==> src/rtl/crd_pkg.sv <==
package crd_pkg;

  localparam int NUM_RATIOS = 5;
  localparam int DIV_W      = 5;
  localparam int MOD_W      = 3;

  typedef enum logic [2:0] {
    RT_128  = 3'd0,
    RT_192  = 3'd1,
    RT_256  = 3'd2,
    RT_384  = 3'd3,
    RT_512  = 3'd4,
    RT_NONE = 3'd7
  } ratio_e;

  typedef enum logic [1:0] {
    FMT_I2S16 = 2'd0,
    FMT_LJ    = 2'd1,
    FMT_RJ16  = 2'd2,
    FMT_RJ18  = 2'd3
  } fmt_e;

  // Master cycles per frame for each code
  function automatic int ratio_value(ratio_e r);
    case (r)
      RT_128:  return 128;
      RT_192:  return 192;
      RT_256:  return 256;
      RT_384:  return 384;
      RT_512:  return 512;
      default: return 0;
    endcase
  endfunction

  // Master cycles per bit-clock period
  function automatic logic [DIV_W-1:0] bit_div(ratio_e r, logic wide);
    case (r)
      RT_128:  return wide ? DIV_W'(2) : DIV_W'(4);
      RT_192:  return DIV_W'(4);
      RT_256:  return wide ? DIV_W'(4) : DIV_W'(8);
      RT_384:  return DIV_W'(8);
      RT_512:  return wide ? DIV_W'(8) : DIV_W'(16);
      default: return DIV_W'(8);
    endcase
  endfunction

  // Master cycles per modulator tick
  function automatic logic [MOD_W-1:0] mod_div(ratio_e r);
    case (r)
      RT_192, RT_384: return MOD_W'(3);
      RT_512:         return MOD_W'(4);
      default:        return MOD_W'(2);
    endcase
  endfunction

endpackage

==> src/rtl/crd_period_meas.sv <==
module crd_period_meas
  import crd_pkg::*;
#(
  parameter int CNT_W = 10,
  parameter int TOL   = 2
) (
  input  logic   clk,
  input  logic   rst_n,
  input  logic   lrck,
  output logic   frame_start,
  output ratio_e ratio,
  output logic   ok
);

  localparam logic [CNT_W-1:0] CNT_MAX = '1;

  logic             lrck_q;
  logic [CNT_W-1:0] cnt_q, cnt_d;
  logic             armed_q, armed_d;
  ratio_e           cand_q, cand_d;
  ratio_e           ratio_q, ratio_d;
  logic             ok_q, ok_d;
  ratio_e           meas_cls;

  assign frame_start = lrck & ~lrck_q;

  // Window match against every supported ratio
  always_comb begin
    meas_cls = RT_NONE;
    for (int i = 0; i < NUM_RATIOS; i++) begin
      if ((int'(cnt_q) >= ratio_value(ratio_e'(3'(i))) - TOL) &&
          (int'(cnt_q) <= ratio_value(ratio_e'(3'(i))) + TOL))
        meas_cls = ratio_e'(3'(i));
    end
  end

  always_comb begin
    cnt_d   = (cnt_q == CNT_MAX) ? CNT_MAX : cnt_q + 1'b1;
    armed_d = armed_q;
    cand_d  = cand_q;
    ratio_d = ratio_q;
    ok_d    = ok_q;
    if (frame_start) begin
      cnt_d   = CNT_W'(1);
      armed_d = 1'b1;
      if (armed_q) begin
        if (meas_cls == RT_NONE) begin
          ok_d   = 1'b0;
          cand_d = RT_NONE;
        end else if (meas_cls == cand_q) begin
          ok_d    = 1'b1;
          ratio_d = meas_cls;
        end else begin
          ok_d   = 1'b0;
          cand_d = meas_cls;
        end
      end
    end else if (cnt_q == CNT_MAX) begin
      ok_d   = 1'b0;
      cand_d = RT_NONE;
    end
  end

  always_ff @(posedge clk or negedge rst_n) begin
    if (!rst_n) begin
      lrck_q  <= 1'b0;
      cnt_q   <= CNT_W'(1);
      armed_q <= 1'b0;
      cand_q  <= RT_NONE;
      ratio_q <= RT_NONE;
      ok_q    <= 1'b0;
    end else begin
      lrck_q  <= lrck;
      cnt_q   <= cnt_d;
      armed_q <= armed_d;
      cand_q  <= cand_d;
      ratio_q <= ratio_d;
      ok_q    <= ok_d;
    end
  end

  assign ratio = ratio_q;
  assign ok    = ok_q;

endmodule

==> src/rtl/crd_clk_gen.sv <==
module crd_clk_gen
  import crd_pkg::*;
(
  input  logic       clk,
  input  logic       rst_n,
  input  logic       frame_start,
  input  ratio_e     ratio,
  input  logic       ok,
  input  logic [1:0] fmt,
  output logic       bclk,
  output logic       bclk_tick,
  output logic       mod_tick
);

  fmt_e             fmt_q, fmt_d;
  logic [DIV_W-1:0] bdiv_q, bdiv_d;
  logic [MOD_W-1:0] mdiv_q, mdiv_d;
  logic             wide;
  logic [DIV_W-1:0] n_bit, half_bit;
  logic [MOD_W-1:0] n_mod;

  assign wide     = (fmt_q == FMT_LJ) || (fmt_q == FMT_RJ18);
  assign n_bit    = bit_div(ratio, wide);
  assign half_bit = n_bit >> 1;
  assign n_mod    = mod_div(ratio);

  always_comb begin
    fmt_d  = fmt_q;
    bdiv_d = (bdiv_q >= n_bit - 1'b1) ? '0 : bdiv_q + 1'b1;
    mdiv_d = (mdiv_q >= n_mod - 1'b1) ? '0 : mdiv_q + 1'b1;
    if (frame_start) begin
      fmt_d  = fmt_e'(fmt);
      bdiv_d = '0;
      mdiv_d = '0;
    end
  end

  always_ff @(posedge clk or negedge rst_n) begin
    if (!rst_n) begin
      fmt_q  <= FMT_I2S16;
      bdiv_q <= '0;
      mdiv_q <= '0;
    end else begin
      fmt_q  <= fmt_d;
      bdiv_q <= bdiv_d;
      mdiv_q <= mdiv_d;
    end
  end

  assign bclk      = ok && (bdiv_q >= half_bit);
  assign bclk_tick = ok && (bdiv_q == half_bit);
  assign mod_tick  = ok && (mdiv_q == '0);

endmodule

==> src/rtl/clkratio_det.sv <==
module clkratio_det
  import crd_pkg::*;
#(
  parameter int CNT_W = 10,
  parameter int TOL   = 2
) (
  input  logic       mclk,
  input  logic       rst_n,
  input  logic       lrck,
  input  logic [1:0] fmt,
  output logic [2:0] ratio_code,
  output logic       hi_rate,
  output logic       ratio_ok,
  output logic       bclk,
  output logic       bclk_tick,
  output logic       mod_tick
);

  logic   frame_start;
  ratio_e ratio;
  logic   ok;

  crd_period_meas #(
    .CNT_W (CNT_W),
    .TOL   (TOL)
  ) i_meas (
    .clk         (mclk),
    .rst_n       (rst_n),
    .lrck        (lrck),
    .frame_start (frame_start),
    .ratio       (ratio),
    .ok          (ok)
  );

  crd_clk_gen i_gen (
    .clk         (mclk),
    .rst_n       (rst_n),
    .frame_start (frame_start),
    .ratio       (ratio),
    .ok          (ok),
    .fmt         (fmt),
    .bclk        (bclk),
    .bclk_tick   (bclk_tick),
    .mod_tick    (mod_tick)
  );

  assign ratio_ok   = ok;
  assign ratio_code = ok ? ratio : RT_NONE;
  assign hi_rate    = ok && ((ratio == RT_128) || (ratio == RT_192));

endmodule

==> config.mk <==
export PLATFORM = sky130hd
export DESIGN_NAME = clkratio_det
export DESIGN_NICKNAME = d
export VERILOG_FILES = /design/src/rtl/crd_pkg.sv /design/src/rtl/crd_period_meas.sv /design/src/rtl/crd_clk_gen.sv /design/src/rtl/clkratio_det.sv
export SDC_FILE = /design/constraint.sdc
export NUM_CORES = 1
export LEC_CHECK = 0
export BUFFER_PORTS_ARGS = -buffer_cell sky130_fd_sc_hd__buf_2
export CAP_MARGIN = 20
export CORE_ASPECT_RATIO = 1.1
export CORE_UTILIZATION = 50
export CTS_CLUSTER_DIAMETER = 200
export DETAILED_ROUTE_END_ITERATION = 16
export PLACE_DENSITY = 0.76
export SYNTH_ARGS = -nofsm -noshare
export SYNTH_HDL_FRONTEND = slang
export SYNTH_SLANG_ARGS = --single-unit
==> constraint.sdc <==
create_clock -name mclk -period 2.52 [get_ports mclk]
set_input_delay 0.126 -clock mclk [delete_from_list [all_inputs] [get_ports mclk]]
set_output_delay 0.126 -clock mclk [all_outputs]
set_load 0.1 [all_outputs]
-- Yosys cells after proc, flatten, opt, wreduce, memory -nomap -nowiden
Cells that the tools add are included.
- register bits after elaboration: 29
- bits of input ports: 5
- output and inout port bits: 8
- word-level logic and storage cells: 87
- add/subtract/negate cells: 5
- magnitude comparators: 13
- eq/ne operators: 12
- mux-type cells: 27
- bitwise logic cells: 3
- reductions and logical operators: 18
- operator list (kind ; count):
    3-bit 2-to-1 mux ; 14
    10-bit by 8-bit greater-or-equal comparator with 1-bit output (second input constant) ; 2
    10-bit by 9-bit greater-or-equal comparator with 1-bit output (second input constant) ; 2
    10-bit by 8-bit <= comparator with 1-bit output (second input constant) ; 2
    10-bit by 9-bit <= comparator with 1-bit output (second input constant) ; 2
    10-bit 2-to-1 mux ; 2
    5-bit case mux with 4 select lines ; 1
    5-bit 2-to-1 mux ; 3
    10-bit by 1-bit adder with 10-bit output (second input constant) ; 1
    10-bit equality test (second input constant) ; 1
    10-bit by 7-bit greater-or-equal comparator with 1-bit output (second input constant) ; 1
    10-bit <= comparator (second input constant) ; 1
    1-bit logical AND ; 9
    3-bit by 2-bit equality test with 1-bit output (second input constant) ; 2
    3-bit equality test (second input constant) ; 2
    3-bit zero test ; 2
    3-bit case mux with 2 select lines ; 1
    5-bit by 1-bit adder with 5-bit output (second input constant) ; 1
    5-bit by 4-bit equality test with 1-bit output ; 1
    5-bit by 4-bit greater-or-equal comparator with 1-bit output ; 1
    5-bit greater-or-equal comparator ; 1
    1-bit 2-to-1 mux ; 5
    5-bit by 1-bit subtractor with 5-bit output (second input constant) ; 1
    4-bit 2-to-1 mux ; 1
    17 further kinds ; 19

-- Logic depth before layout (Yosys ltp)
- depth in word-level cells: 12
- gate-level depth with buffers: 10
- depth with buffers taken out: 10

-- Hierarchy
Synthesis repeated with hierarchy kept, for this count alone.
- cell total of the unflattened synthesis: 201
- area total of the unflattened synthesis: 1958.1 sq um
- modules (own cells, without submodules) (module ; instances ; cells each ; area each (sq um) ; seq. area each (sq um)):
    crd_period_meas ; 1 ; 120 ; 1183.6 ; 484.2
    crd_clk_gen ; 1 ; 77 ; 743.2 ; 225.2
    clkratio_det ; 1 ; 4 ; 31.3 ; 0.0

-- Least setup slack after synthesis
Ideal clock, no wire load.
- path type: register to output
- start: reg i_meas.ok_q (netlist: i_meas.ok)
- end: out hi_rate
- arrival time: 3379 ps
- required time: 2394 ps
- setup slack: -985 ps
- cell stages (with the launch flop): 3
- path buffers: 0
- path through: dfrtp_1 nand2b_1 nor2_1
- word-level cells in the longest chain between the ends: 1
- ends and longest elaborated chain (item ; line ; source):
    from (decl) ; crd_period_meas.sv:22 ; logic ok_q, ok_d;
    from (signal assigned) ; crd_period_meas.sv:78 ; ok_q <= ok_d;
    1-bit logical AND ; clkratio_det.sv:49 ; assign hi_rate = ok && ((ratio == RT_128) || (ratio == RT_192));
    to (decl) ; clkratio_det.sv:12 ; output logic hi_rate,
No other way between the ends.

-- Worst setup path after layout
- start: reg i_meas.cnt_q[0]
- end: reg i_meas.ratio_q[1] (netlist: i_meas.ratio[1])
- word-level cells in the longest chain between the ends: 10
- elaborated cells on any way between the ends: 24
- those cells by class: order compare: 10; eq/ne: 2; mux: 5; bitwise: 1; reduce/logical: 6
- ends and longest elaborated chain (item ; line ; source):
    from (decl) ; crd_period_meas.sv:18 ; logic [CNT_W-1:0] cnt_q, cnt_d;
    from (signal assigned) ; crd_period_meas.sv:74 ; cnt_q <= cnt_d;
    10-bit by 7-bit greater-or-equal comparator with 1-bit output / 10-bit by 8-bit <= comparator with 1-bit output (equally long branches) ; crd_period_meas.sv:31, crd_period_meas.sv:32 ;
    1-bit logical AND ; crd_period_meas.sv:31 ; if ((int'(cnt_q) >= ratio_value(ratio_e'(3'(i))) - TOL) &&
    3-bit 2-to-1 mux (4 in series) ; crd_period_meas.sv:31 ;
    3-bit 2-to-1 mux (*) ; crd_period_meas.sv:31 ;
    3-bit equality test ; crd_period_meas.sv:47 ; if (meas_cls == RT_NONE) begin
    1-bit NOT (no line) ; -- ;
    4-bit AND reduction (no line) ; -- ;
    to (signal assigned) ; crd_period_meas.sv:77 ; ratio_q <= ratio_d;
    to (decl) ; crd_period_meas.sv:21 ; ratio_e ratio_q, ratio_d;
Every way passes the cells marked *; elsewhere a longest branch is shown, timed or not.
A chain may end at the register's enable or synchronous reset.

==> results.ini <==
[worst_hold_path]
hp-class=in2reg

[synth]
synth_commonest_cells=nor2_1 (23), dfrtp_1 (21), ha_1 (17), nand2_1 (17), a21oi_1 (12)
synthFlopType=dfrtp_1
synth_top_area_share_pct=27.7
yosysWarnings=0
synthCells=208
synth_cell_types=47
synth.cell_area_um2=1900
avgSynthCellArea_um2=9.13
ys_seq_area_share_pct=37.4
synth_edf_count=0
async_flop_share_pct=100
synth_top_cell_by_area=dfrtp_1
synth_area_leaders=dfrtp_1 (28%), ha_1 (11%), dfstp_2 (9.7%)
yosysMostFrequentCell=nor2_1
ys_ff_latch=28

[die]
io-pin-count=13
dieArea_um2=4050
die_y_um=66.6
core_region_area_um2=3630
initial_utilization_pct=52.3
dieWidth_um=60.7
row_count=23

[timing]
worst_pin_slew_ps=615
fin_crit_sh_pct=98.7
finClkSkew_ps=3.51
final.setup.tns_ps=0
rsz0062_at_grt=yes
period_minus_slack_ps=2490
final-hold-violation-count=0
drv_slew=0
fin_ws_ps=31.6
fmax_mhz=402
setup_viol=0
worst_slew_margin_rel_pct=59.0

[global_routing]
gr-usage-all-layers_pct=20.5
antenna_found_initial=0
grt_overflow=0
grt_pass1_wl_mm=6.29
grt_pass1_vias=1507
grt_max_degree=29

[worst_setup_path]
slowest_delay_ps=550
endpoint_kind=flip-flop
crit_fanout=4
crit_path_frequent_cell=inv_2
critPathSlowestCell=dfstp_2
path_class=reg2reg
worstPathArrival_ps=2700
path_cells=inv_2 -> ha_4 -> inv_2 -> a21boi_2 -> a32o_2 -> or3b_4 -> o32a_1 -> or3_4 -> mux2_4
start_kind=flip-flop
cp_data_required_time_ps=2730

[cells_and_area]
n_antenna_cell=0
drive_gt1_share_pct=24.1
num-nets-final=260
syn2layout_area_growth_pct=18.3

[cts]
cts_made_buffers=3
clock-sinks=28
clkTransAtPathRegs_ps=90
cts_tree=done
h-tree-depth=1
cts_root_buffer=clkbuf_8
clkLatencyLatePin_ps=270
cts.path.max_buffers=2

[pwr]
p_total_mw=1.76
power-per-cell-area_nw_per_um2=786
ir_drop_mv=0.330
leakagePower_nw=1.05

[drt]
drc=0
viasPerCell=5.34
routed_wl_mm=3.69
ant_nets=0
dr.pass1.iters=4
via_count=1534
post_drt_wl_per_cell_um=12.9
drt_iter0_markers=56

[place]
pre_cts_slack_ps=-21.2
io_buffers=11
post-dp-hpwl_mm=2.77
place.gp.congestion=0.822

[flow_run]
maxCapViolations=0

[outcome]
status=complete, no violations

## path summary, 6_finish.rpt
kind                                            from                           to  slack (ps)  cells after the start
max reg2reg                i_meas.cnt_q[0]$_DFF_PN1_  i_meas.ratio[1]$_DFFE_PN1P_          30                      9
min reg2reg                i_gen.mdiv_q[0]$_DFF_PN0_    i_gen.mdiv_q[0]$_DFF_PN0_         470                      1
max                        i_meas.cnt_q[0]$_DFF_PN1_  i_meas.ratio[1]$_DFFE_PN1P_          30                      9
min in group asynchronous                      rst_n        i_meas.ok$_DFFE_PN0P_         390                      2
min                                           fmt[0]   i_gen.fmt_q[0]$_DFFE_PN0P_          50                      3
max in group asynchronous                      rst_n    i_meas.cnt_q[7]$_DFF_PN0_        1690                      2
## final cells by class
class,count,area [um2]
Clock buffer,4,55.1
Fill cell,348,1380
Inverter,11,41.3
Multi-Input combinational cell,164,1170
Sequential cell,28,711
Tap cell,50,62.6
Timing Repair Buffer,30,209
## sequential cells by signal (all words and copies together), names as in the netlist
signal          cells
i_meas.cand_q       3
i_meas.cnt_q       10
i_gen.mdiv_q        3
i_gen.fmt_q         1
i_meas.ok           1
i_meas.ratio        3
i_meas.armed_q      1
i_gen.bdiv_q        5
i_meas.lrck_q       1
## cells in the final DEF, fill, tap and decap left out, types with 9 or more instances in the layout
cell     Yosys  final
a21oi_1     12     12
buf_2        2     10
buf_4        0     17
dfrtp_1     21     20
ha_1        17     16
inv_1       11      9
nand2_1     17     17
nand3_1     11     11
nor2_1      23     22
## critical path, delay by kind of cell, from the launching register on
kind | cells | cell delay [ps]
AO/OA/AOI/OAI | 3 | 500
AND/OR/NAND/NOR | 2 | 830
adder cells (fa/ha/maj) | 1 | 150
flip-flops | 1 | 550
buffers and inverters | 2 | 80
multiplexers | 1 | 310
## power breakdown
| part | switching, mW | internal, mW |
|---|---|---|
| logic | 0.389 | 0.411 |
| registers | 0.127 | 0.562 |
| clock network | 0.133 | 0.140 |
| total | 0.650 | 1.11 |
## logic make-up after synthesis
group / count (synthesis) / share of synthesized area [%]
xor gates and xnor gates: 13 / 6.00
other: 1 / 0.198
buffers and inverters: 17 / 3.56
and+or+nand+nor: 86 / 23.9
DFF: 28 / 37.4
AOI/OAI and AO/OA: 43 / 15.4
muxes: 3 / 2.37
adders and majority gates: 17 / 11.2
## through the flow
step / cells / instance area, um2 / hold slack (ps) / util (%)
2_1_floorplan: 209 / 1920 / -170 / -
3_3_place_gp: 277 / 2110 / 181 / 58.2
3_5_place_dp: 277 / 2110 / 178 / 58.2
4_1_cts: 284 / 2200 / 43.6 / 60.6
5_1_grt: 287 / 2240 / 64.3 / 61.9
6_report: 287 / 2240 / 53.5 / 61.9
## routing by layer
layer / up-vias / track usage (%) / routed length (um)
met5: - / 0 / 0
met4: 0 / 6.25 / 47
met3: 6 / 2.33 / 87
met2: 21 / 37.0 / 1830
met1: 718 / 25.1 / 1720
li1: 789 / - / -
## what timing repair did
action,CTS,global route
endpoints found under the setup margin,4,5
buffers inserted,1,3
pin swaps,1,3
endpoints found under the hold margin,22,0
hold buffers,2,0
resized for setup,1,11
cloned,0,0
No activity file was read; power rests on OpenSTA's default activity.
